--- src/rtl/tick_timer_pkg.sv ---
// Package: shared offsets, bit positions and types of the per-core tick timer.
// Assumes a 32-bit data bus and byte offsets within a 256-byte page.
package tick_timer_pkg;
    localparam int DATA_W = 32;
    localparam int ICNT_W = DATA_W - 1;

    localparam logic [7:0] OFS_TICK_BUF = 8'h00;
    localparam logic [7:0] OFS_ICNT_BUF = 8'h08;
    localparam logic [7:0] OFS_CTRL     = 8'h20;
    localparam logic [7:0] OFS_STAT     = 8'h30;
    localparam logic [7:0] OFS_EN       = 8'h34;
    localparam logic [7:0] OFS_WSTAT    = 8'h40;

    localparam int WS_BITS = 4;
    localparam int WS_TICK = 0;
    localparam int WS_ICNT = 1;
    localparam int WS_CTRL = 3;

    // Control word: bit 2 interval, bit 1 interrupt counter run, bit 0 tick run
    typedef struct packed {
        logic interval;
        logic int_run;
        logic tick_run;
    } ctrl_t;
endpackage

--- src/rtl/tick_regs.sv ---
// Module: register page of one timer instance.
// Decodes the instance page, holds buffers, control, status, enable and
// write-status flags, and forms the interrupt line.
// Assumes single-cycle writes and a combinational read.
module tick_regs
    import tick_timer_pkg::*;
#(
    parameter int INST_IDX = 0,
    parameter int ADDR_W   = 12,
    parameter int TICK_W   = 32
) (
    input  logic              clk,
    input  logic              rst_n,
    input  logic              bus_wr,
    input  logic [ADDR_W-1:0] bus_addr,
    input  logic [DATA_W-1:0] bus_wdata,
    output logic [DATA_W-1:0] bus_rdata,
    input  logic              expire_i,
    output logic              tick_load_o,
    output logic [TICK_W-1:0] tick_load_val_o,
    output logic [TICK_W-1:0] tick_buf_o,
    output logic              icnt_load_o,
    output logic [ICNT_W-1:0] icnt_load_val_o,
    output logic [ICNT_W-1:0] icnt_buf_o,
    output ctrl_t             ctrl_o,
    output logic              irq_o
);
    localparam int PAGE_W    = ADDR_W - 8;
    localparam int BASE_PAGE = 3 + INST_IDX;

    logic              page_hit;
    logic [7:0]        ofs;
    logic              wr_tick, wr_icnt, wr_ctrl, wr_stat, wr_en, wr_ws;
    logic              int_stat, int_en;
    logic [WS_BITS-1:0] wstat;
    logic [WS_BITS-1:0] ws_set;

    // Decode the page and the register offset of a write
    always_comb begin
        page_hit = (bus_addr[ADDR_W-1:8] == PAGE_W'(BASE_PAGE));
        ofs      = bus_addr[7:0];
        wr_tick  = bus_wr && page_hit && (ofs == OFS_TICK_BUF);
        wr_icnt  = bus_wr && page_hit && (ofs == OFS_ICNT_BUF);
        wr_ctrl  = bus_wr && page_hit && (ofs == OFS_CTRL);
        wr_stat  = bus_wr && page_hit && (ofs == OFS_STAT);
        wr_en    = bus_wr && page_hit && (ofs == OFS_EN);
        wr_ws    = bus_wr && page_hit && (ofs == OFS_WSTAT);
    end

    assign tick_load_o     = wr_tick;
    assign tick_load_val_o = bus_wdata[TICK_W-1:0];
    assign icnt_load_o     = wr_icnt && bus_wdata[DATA_W-1];
    assign icnt_load_val_o = bus_wdata[ICNT_W-1:0];

    // Buffers, control and enable registers
    always_ff @(posedge clk) begin
        if (!rst_n) begin
            tick_buf_o <= '0;
            icnt_buf_o <= '0;
            ctrl_o     <= '0;
            int_en     <= 1'b0;
        end else begin
            if (wr_tick)     tick_buf_o <= bus_wdata[TICK_W-1:0];
            if (icnt_load_o) icnt_buf_o <= bus_wdata[ICNT_W-1:0];
            if (wr_ctrl)     ctrl_o     <= ctrl_t'(bus_wdata[2:0]);
            if (wr_en)       int_en     <= bus_wdata[0];
        end
    end

    // Interrupt status: set on expiry, write-1 clear, set has priority
    always_ff @(posedge clk) begin
        if (!rst_n)                        int_stat <= 1'b0;
        else if (expire_i)                 int_stat <= 1'b1;
        else if (wr_stat && bus_wdata[0])  int_stat <= 1'b0;
    end

    assign irq_o = int_stat && int_en;

    always_comb begin
        ws_set          = '0;
        ws_set[WS_TICK] = wr_tick;
        ws_set[WS_ICNT] = wr_icnt;
        ws_set[WS_CTRL] = wr_ctrl;
    end

    // One write-status flag per acknowledged register; unused bits tie to 0
    for (genvar i = 0; i < WS_BITS; i++) begin : g_ws
        if (i == WS_TICK || i == WS_ICNT || i == WS_CTRL) begin : g_flag
            // Flag set by the register write, cleared by writing 1 to it
            always_ff @(posedge clk) begin
                if (!rst_n)                       wstat[i] <= 1'b0;
                else if (ws_set[i])               wstat[i] <= 1'b1;
                else if (wr_ws && bus_wdata[i])   wstat[i] <= 1'b0;
            end
        end else begin : g_zero
            assign wstat[i] = 1'b0;
        end
    end

    // Read multiplexer for the instance page
    always_comb begin
        bus_rdata = '0;
        if (page_hit) begin
            case (ofs)
                OFS_TICK_BUF: bus_rdata = DATA_W'(tick_buf_o);
                OFS_ICNT_BUF: bus_rdata = DATA_W'(icnt_buf_o);
                OFS_CTRL:     bus_rdata = DATA_W'(ctrl_o);
                OFS_STAT:     bus_rdata = DATA_W'(int_stat);
                OFS_EN:       bus_rdata = DATA_W'(int_en);
                OFS_WSTAT:    bus_rdata = DATA_W'(wstat);
                default:      bus_rdata = '0;
            endcase
        end
    end


    ws_tick_ack_chk: assert property (@(posedge clk) disable iff (!rst_n)
        wr_tick |=> wstat[WS_TICK]);

    ws_ctrl_ack_chk: assert property (@(posedge clk) disable iff (!rst_n)
        wr_ctrl |=> wstat[WS_CTRL]);

    stat_set_chk: assert property (@(posedge clk) disable iff (!rst_n)
        expire_i |=> int_stat);

    stat_hold_chk: assert property (@(posedge clk) disable iff (!rst_n)
        (int_stat && !(wr_stat && bus_wdata[0])) |=> int_stat);

    off_page_chk: assert property (@(posedge clk) disable iff (!rst_n)
        (bus_wr && !page_hit) |=> $stable(ctrl_o));
endmodule

--- src/rtl/tick_prescaler.sv ---
// Module: first stage, the tick counter.
// Counts down while running and emits a one-cycle tick at zero, reloading
// from the buffer, so ticks come every (buffer + 1) cycles.
// Assumes a buffer write loads the counter directly.
module tick_prescaler #(
    parameter int TICK_W = 32
) (
    input  logic              clk,
    input  logic              rst_n,
    input  logic              run,
    input  logic              load,
    input  logic [TICK_W-1:0] load_val,
    input  logic [TICK_W-1:0] buf_val,
    output logic              tick_o
);
    logic [TICK_W-1:0] tcnt;

    assign tick_o = run && !load && (tcnt == '0);

    // Count down while running; reload from the buffer after zero
    always_ff @(posedge clk) begin
        if (!rst_n)            tcnt <= '0;
        else if (load)         tcnt <= load_val;
        else if (run) begin
            if (tcnt == '0)    tcnt <= buf_val;
            else               tcnt <= tcnt - TICK_W'(1);
        end
    end


    tick_dec_chk: assert property (@(posedge clk) disable iff (!rst_n)
        (run && !load && tcnt != '0) |=> tcnt == $past(tcnt) - TICK_W'(1));

    tick_reload_chk: assert property (@(posedge clk) disable iff (!rst_n)
        (run && !load && tcnt == '0) |=> tcnt == $past(buf_val));

    tick_hold_chk: assert property (@(posedge clk) disable iff (!rst_n)
        (!run && !load) |=> $stable(tcnt));
endmodule

--- src/rtl/int_counter.sv ---
// Module: second stage, the interrupt counter.
// Steps down once per tick and expires on the step from 1 to 0. In interval
// mode the expiry reloads from the buffer; otherwise it rests at zero.
// Assumes zero means idle: a zero count never steps or expires.
module int_counter
    import tick_timer_pkg::*;
(
    input  logic              clk,
    input  logic              rst_n,
    input  logic              run,
    input  logic              interval,
    input  logic              tick,
    input  logic              load,
    input  logic [ICNT_W-1:0] load_val,
    input  logic [ICNT_W-1:0] buf_val,
    output logic              expire_o
);
    logic [ICNT_W-1:0] icnt;
    logic              step;

    assign step     = run && tick && !load && (icnt != '0);
    assign expire_o = step && (icnt == ICNT_W'(1));

    // Load on request, step per tick, reload on expiry in interval mode
    always_ff @(posedge clk) begin
        if (!rst_n)                     icnt <= '0;
        else if (load)                  icnt <= load_val;
        else if (step) begin
            if (expire_o && interval)   icnt <= buf_val;
            else                        icnt <= icnt - ICNT_W'(1);
        end
    end


    zero_rest_chk: assert property (@(posedge clk) disable iff (!rst_n)
        (!load && icnt == '0) |=> icnt == '0);

    interval_reload_chk: assert property (@(posedge clk) disable iff (!rst_n)
        (expire_o && interval) |=> icnt == $past(buf_val));

    icnt_hold_chk: assert property (@(posedge clk) disable iff (!rst_n)
        (!run && !load) |=> $stable(icnt));
endmodule

--- src/rtl/local_tick_timer.sv ---
// Module: top of one per-core tick timer instance.
// Wires the register page to the prescaler and the interrupt counter.
// Assumes one clock domain for bus and counting.
module local_tick_timer
    import tick_timer_pkg::*;
#(
    parameter int INST_IDX = 0,
    parameter int ADDR_W   = 12,
    parameter int TICK_W   = 32
) (
    input  logic              clk,
    input  logic              rst_n,
    input  logic              bus_wr,
    input  logic [ADDR_W-1:0] bus_addr,
    input  logic [31:0]       bus_wdata,
    output logic [31:0]       bus_rdata,
    output logic              irq_o
);
    logic              tick_load, icnt_load, tick, expire;
    logic [TICK_W-1:0] tick_load_val, tick_buf;
    logic [ICNT_W-1:0] icnt_load_val, icnt_buf;
    ctrl_t             ctrl;

    tick_regs #(
        .INST_IDX(INST_IDX), .ADDR_W(ADDR_W), .TICK_W(TICK_W)
    ) u_regs (
        .clk(clk), .rst_n(rst_n), .bus_wr(bus_wr), .bus_addr(bus_addr),
        .bus_wdata(bus_wdata), .bus_rdata(bus_rdata), .expire_i(expire),
        .tick_load_o(tick_load), .tick_load_val_o(tick_load_val),
        .tick_buf_o(tick_buf), .icnt_load_o(icnt_load),
        .icnt_load_val_o(icnt_load_val), .icnt_buf_o(icnt_buf),
        .ctrl_o(ctrl), .irq_o(irq_o)
    );

    tick_prescaler #(.TICK_W(TICK_W)) u_pre (
        .clk(clk), .rst_n(rst_n), .run(ctrl.tick_run), .load(tick_load),
        .load_val(tick_load_val), .buf_val(tick_buf), .tick_o(tick)
    );

    int_counter u_icnt (
        .clk(clk), .rst_n(rst_n), .run(ctrl.int_run), .interval(ctrl.interval),
        .tick(tick), .load(icnt_load), .load_val(icnt_load_val),
        .buf_val(icnt_buf), .expire_o(expire)
    );
endmodule

--- config.mk ---
export PLATFORM = sky130hd
export DESIGN_NAME = local_tick_timer
export DESIGN_NICKNAME = d
export VERILOG_FILES = /design/src/rtl/tick_timer_pkg.sv /design/src/rtl/tick_regs.sv /design/src/rtl/tick_prescaler.sv /design/src/rtl/int_counter.sv /design/src/rtl/local_tick_timer.sv
export SDC_FILE = /design/constraint.sdc
export NUM_CORES = 1
export LEC_CHECK = 0
export BUFFER_PORTS_ARGS = -buffer_cell sky130_fd_sc_hd__buf_2
export CAP_MARGIN = 15
export CORE_UTILIZATION = 45
export DETAILED_ROUTE_END_ITERATION = 16
export GPL_TIMING_DRIVEN = 0
export PLACE_DENSITY = 0.61
export SETUP_SLACK_MARGIN = 0.2
export SLEW_MARGIN = 20
export SYNTH_ARGS = -nofsm -noshare
export SYNTH_HDL_FRONTEND = slang
export SYNTH_SLANG_ARGS = --single-unit
--- constraint.sdc ---
create_clock -name clk -period 5.7 [get_ports clk]
set_input_delay 1.425 -clock clk [delete_from_list [all_inputs] [get_ports clk]]
set_output_delay 1.425 -clock clk [all_outputs]
set_load 0.01 [all_outputs]
==> results.cfg <==
[timing]
whs_ns = 0.461
worst_slack_ns = 0.323
setup_viol = 0
rsz0062_at_grt = no
period_share_pct = 94.3
finalCriticalPeriod_ns = 5.38
max_freq_mhz = 186
clock_skew_ns = 0.00933
drv_slew = 0
tightest_slew_ns = 1.07
slew_headroom_pct = 28.5
finalHoldViolations = 0

[cells_and_area]
syn_to_final_growth_pct = 16.2
num_antenna_cells = 0
finalInstanceArea_um2 = 9240
final_core_util_pct = 53.4
drive_gt1_share_pct = 12.5
nNetsFinal = 1205

[yosys]
ys_ff_latch = 134
seq_area_frac_synth_pct = 33.7
synth_edf_count = 0
synth_flop_cell = dfxtp_1
synth.avg_cell_area_um2 = 7.53
synth_fp_nets = 1108
yosysUniqueCellTypes = 75
synth_area_um2 = 7960
yosysWarnings = 0
synth_cells = 1056
async_flop_share_pct = 0

[setup_path]
crit_family = simple AND/OR/NAND/NOR gates
worstPathRequired_ns = 4.28
start_kind = primary input
crit_buf_inv = 4
crit_fanout = 10
crit_chain = buf_2 > or4_1 > nor3b_4 > a21boi_0 > o21ai_1 > nand2b_1 > clkbuf_2 > clkbuf_2 > nor2_1 > buf_2
endpoint_kind = output port
crit_arrival_ns = 3.95
cpPeakStageDelay_ns = 0.61
path_class = in2out
critPathSlowestCell = or4_1

[global_route]
gr-usage-all-layers_pct = 36.5
grt_pass1_vias = 8162
grt_max_degree = 17
grt_pass1_wl_um = 49200
overflow = 0
antenna_found_initial = 0

[power_and_ir_drop]
p_int_w = 0.00167
ir_drop_uv = 227
p_switching_w = 0.000501
swShare_pct = 23.1
pwr-share-clk_pct = 52.4
power_frac_comb_pct = 4.5
leakage_nw = 3.48
powerDensity_nw_per_um2 = 235
seq_power_share_pct = 43.1

[die]
start_util_pct = 46.0
die_h_um = 135
core_um2 = 17300
die_x_um = 135
pin_count = 80
num_rows = 48
die-area_um2 = 18200

[routing]
drt_iter0_drc = 1183
first_pass_iters = 8
vias = 9054
m1WireLength_um = 14100
ant_nets = 0
wl_met2_um = 14100
dr_wl_met3_um = 3390
routedWlPerCell_um = 23.5
drc = 0
wl_um = 32700
dr.max_layer_used = met4
avgViaCountPerCell = 6.51

[placed_design]
dp_hpwl_um = 24500
place_ws_ns = -0.129
gp_congestion = 0.970
placed_cell_area_um2 = 8620
portBuffers = 77

[clocking]
cts_made_buffers = 17
cts_hold_buf = 0
h-tree-depth = 4
insertion_delay_ns = 0.43
clk_path_buf_depth = 2
cts.sinks = 134
cts-root-buf = clkbuf_16
cts_tree = yes
clkTransAtPathRegs_ns = 0.05

[status]
outcome = finished, final reports clean

[worst_hold_path]
hold_path.class = reg2reg

[job]
maxCapViolations = 0
[through the flow]
step | power (W) | TNS [ns] | instances
CTS | 0.00217 | 0 | 1389
floorplan | 0.000996 | 0 | 1056
global route | 0.00222 | 0 | 1390
global placement | 0.00105 | -0.738 | 1358
detailed placement | 0.00105 | -0.515 | 1358
finish | 0.00217 | 0 | 1390
[placed cells by master, fill, tap and decap left out, drive strengths merged, types with 5 or more instances in the layout]
| cell type | count |
|---|---|
| a21oi | 126 |
| a31oi | 32 |
| and3 | 11 |
| and4 | 5 |
| buf | 90 |
| clkbuf | 90 |
| clkinv | 6 |
| dfxtp | 134 |
| ha | 5 |
| inv | 14 |
| mux2i | 44 |
| nand2 | 177 |
| nand2b | 6 |
| nand3 | 29 |
| nand4 | 16 |
| nor2 | 69 |
| nor3 | 30 |
| nor4 | 37 |
| o211a | 6 |
| o211ai | 23 |
| o21a | 12 |
| o21ai | 60 |
| o221ai | 7 |
| o22ai | 7 |
| o2bb2ai | 6 |
| o41ai | 7 |
| or3 | 13 |
| or4 | 11 |
| xnor2 | 9 |
| xor2 | 10 |
[final cells by class]
| class | count | area [um2] |
|---|---|---|
| fillers | 1750 | 8060 |
| multi-input cells | 827 | 4900 |
| flip-flops and latches | 134 | 2680 |
| clock buffers | 22 | 464 |
| repair buffers | 78 | 393 |
| plain buffers | 80 | 334 |
| well taps | 225 | 282 |
| clock inverters | 9 | 126 |
| inverters | 15 | 56.3 |
[tightest hold or removal path, stage by stage (launching register included)]
cell and delay [ns]:
dfxtp_1 0.31, nand2_1 0.05, a21oi_1 0.05
[cell usage after synthesis (16+ instances only)]
| library cell | number | area (um2) |
|---|---|---|
| a21oi_1 | 125 | 626 |
| a31oi_1 | 32 | 200 |
| clkbuf_1 | 68 | 255 |
| dfxtp_1 | 134 | 2680 |
| mux2i_1 | 44 | 440 |
| nand2_1 | 177 | 664 |
| nand3_1 | 29 | 145 |
| nand4_1 | 16 | 100 |
| nor2_1 | 68 | 255 |
| nor3_1 | 30 | 150 |
| nor4_1 | 30 | 188 |
| o211ai_1 | 23 | 173 |
| o21ai_0 | 59 | 295 |
[state kept, by name, indices dropped and copies added (netlist names)]
register,count
u_regs.ctrl_o,3
u_pre.tcnt,32
u_regs.tick_buf_o,32
u_regs.wstat,3
u_regs.icnt_buf_o,31
u_icnt.icnt,31
u_regs.int_stat,1
u_regs.int_en,1
[repair_timing]
action                     CTS  global route
resized for setup            4             0
setup buffers                0             1
setup endpoints to repair   20            13
pin swaps                    0             1
[power groups by stage]
stage          Sequential (W)  Combinational (W)  Clock [W]
6_report             0.000937          0.0000978    0.00114
5_1_grt              0.000936           0.000101    0.00118
4_1_cts              0.000937          0.0000941    0.00114
3_5_place_dp         0.000957          0.0000933          0
3_3_place_gp         0.000957          0.0000939          0
2_1_floorplan        0.000957          0.0000384          0
[per-layer routing]
layer,GRT usage (%),vias to the layer above
li1,-,4116
met1,50.9,4262
met2,54.5,591
met3,7.58,85
met4,14.9,0
met5,0,-
[cell families (layout without fill, tap and decap cells)]
kind of cell / Yosys count / count (layout) / share of synthesized area (%)
compound gates: 333 / 333 / 26.4
simple gates: 424 / 424 / 26.3
flops: 134 / 134 / 33.7
fa+ha+maj: 5 / 5 / 0.786
xor+xnor: 19 / 19 / 2.09
buf+inv: 95 / 204 / 4.88
mux: 46 / 46 / 5.82
[worst paths after layout]
| check | startpoint | endpoint | slack [ns] | cells past startpoint |
|---|---|---|---|---|
| max | bus_addr[6] | bus_rdata[11] | 0.32 | 10 |
| min | u_regs.wstat[1] | u_regs.wstat[1] | 0.46 | 2 |
| max reg2reg | u_pre.tcnt[12] | u_icnt.icnt[3] | 1.93 | 7 |
| min reg2reg | u_regs.wstat[1] | u_regs.wstat[1] | 0.46 | 2 |
(Power assumes the default switching activity.)
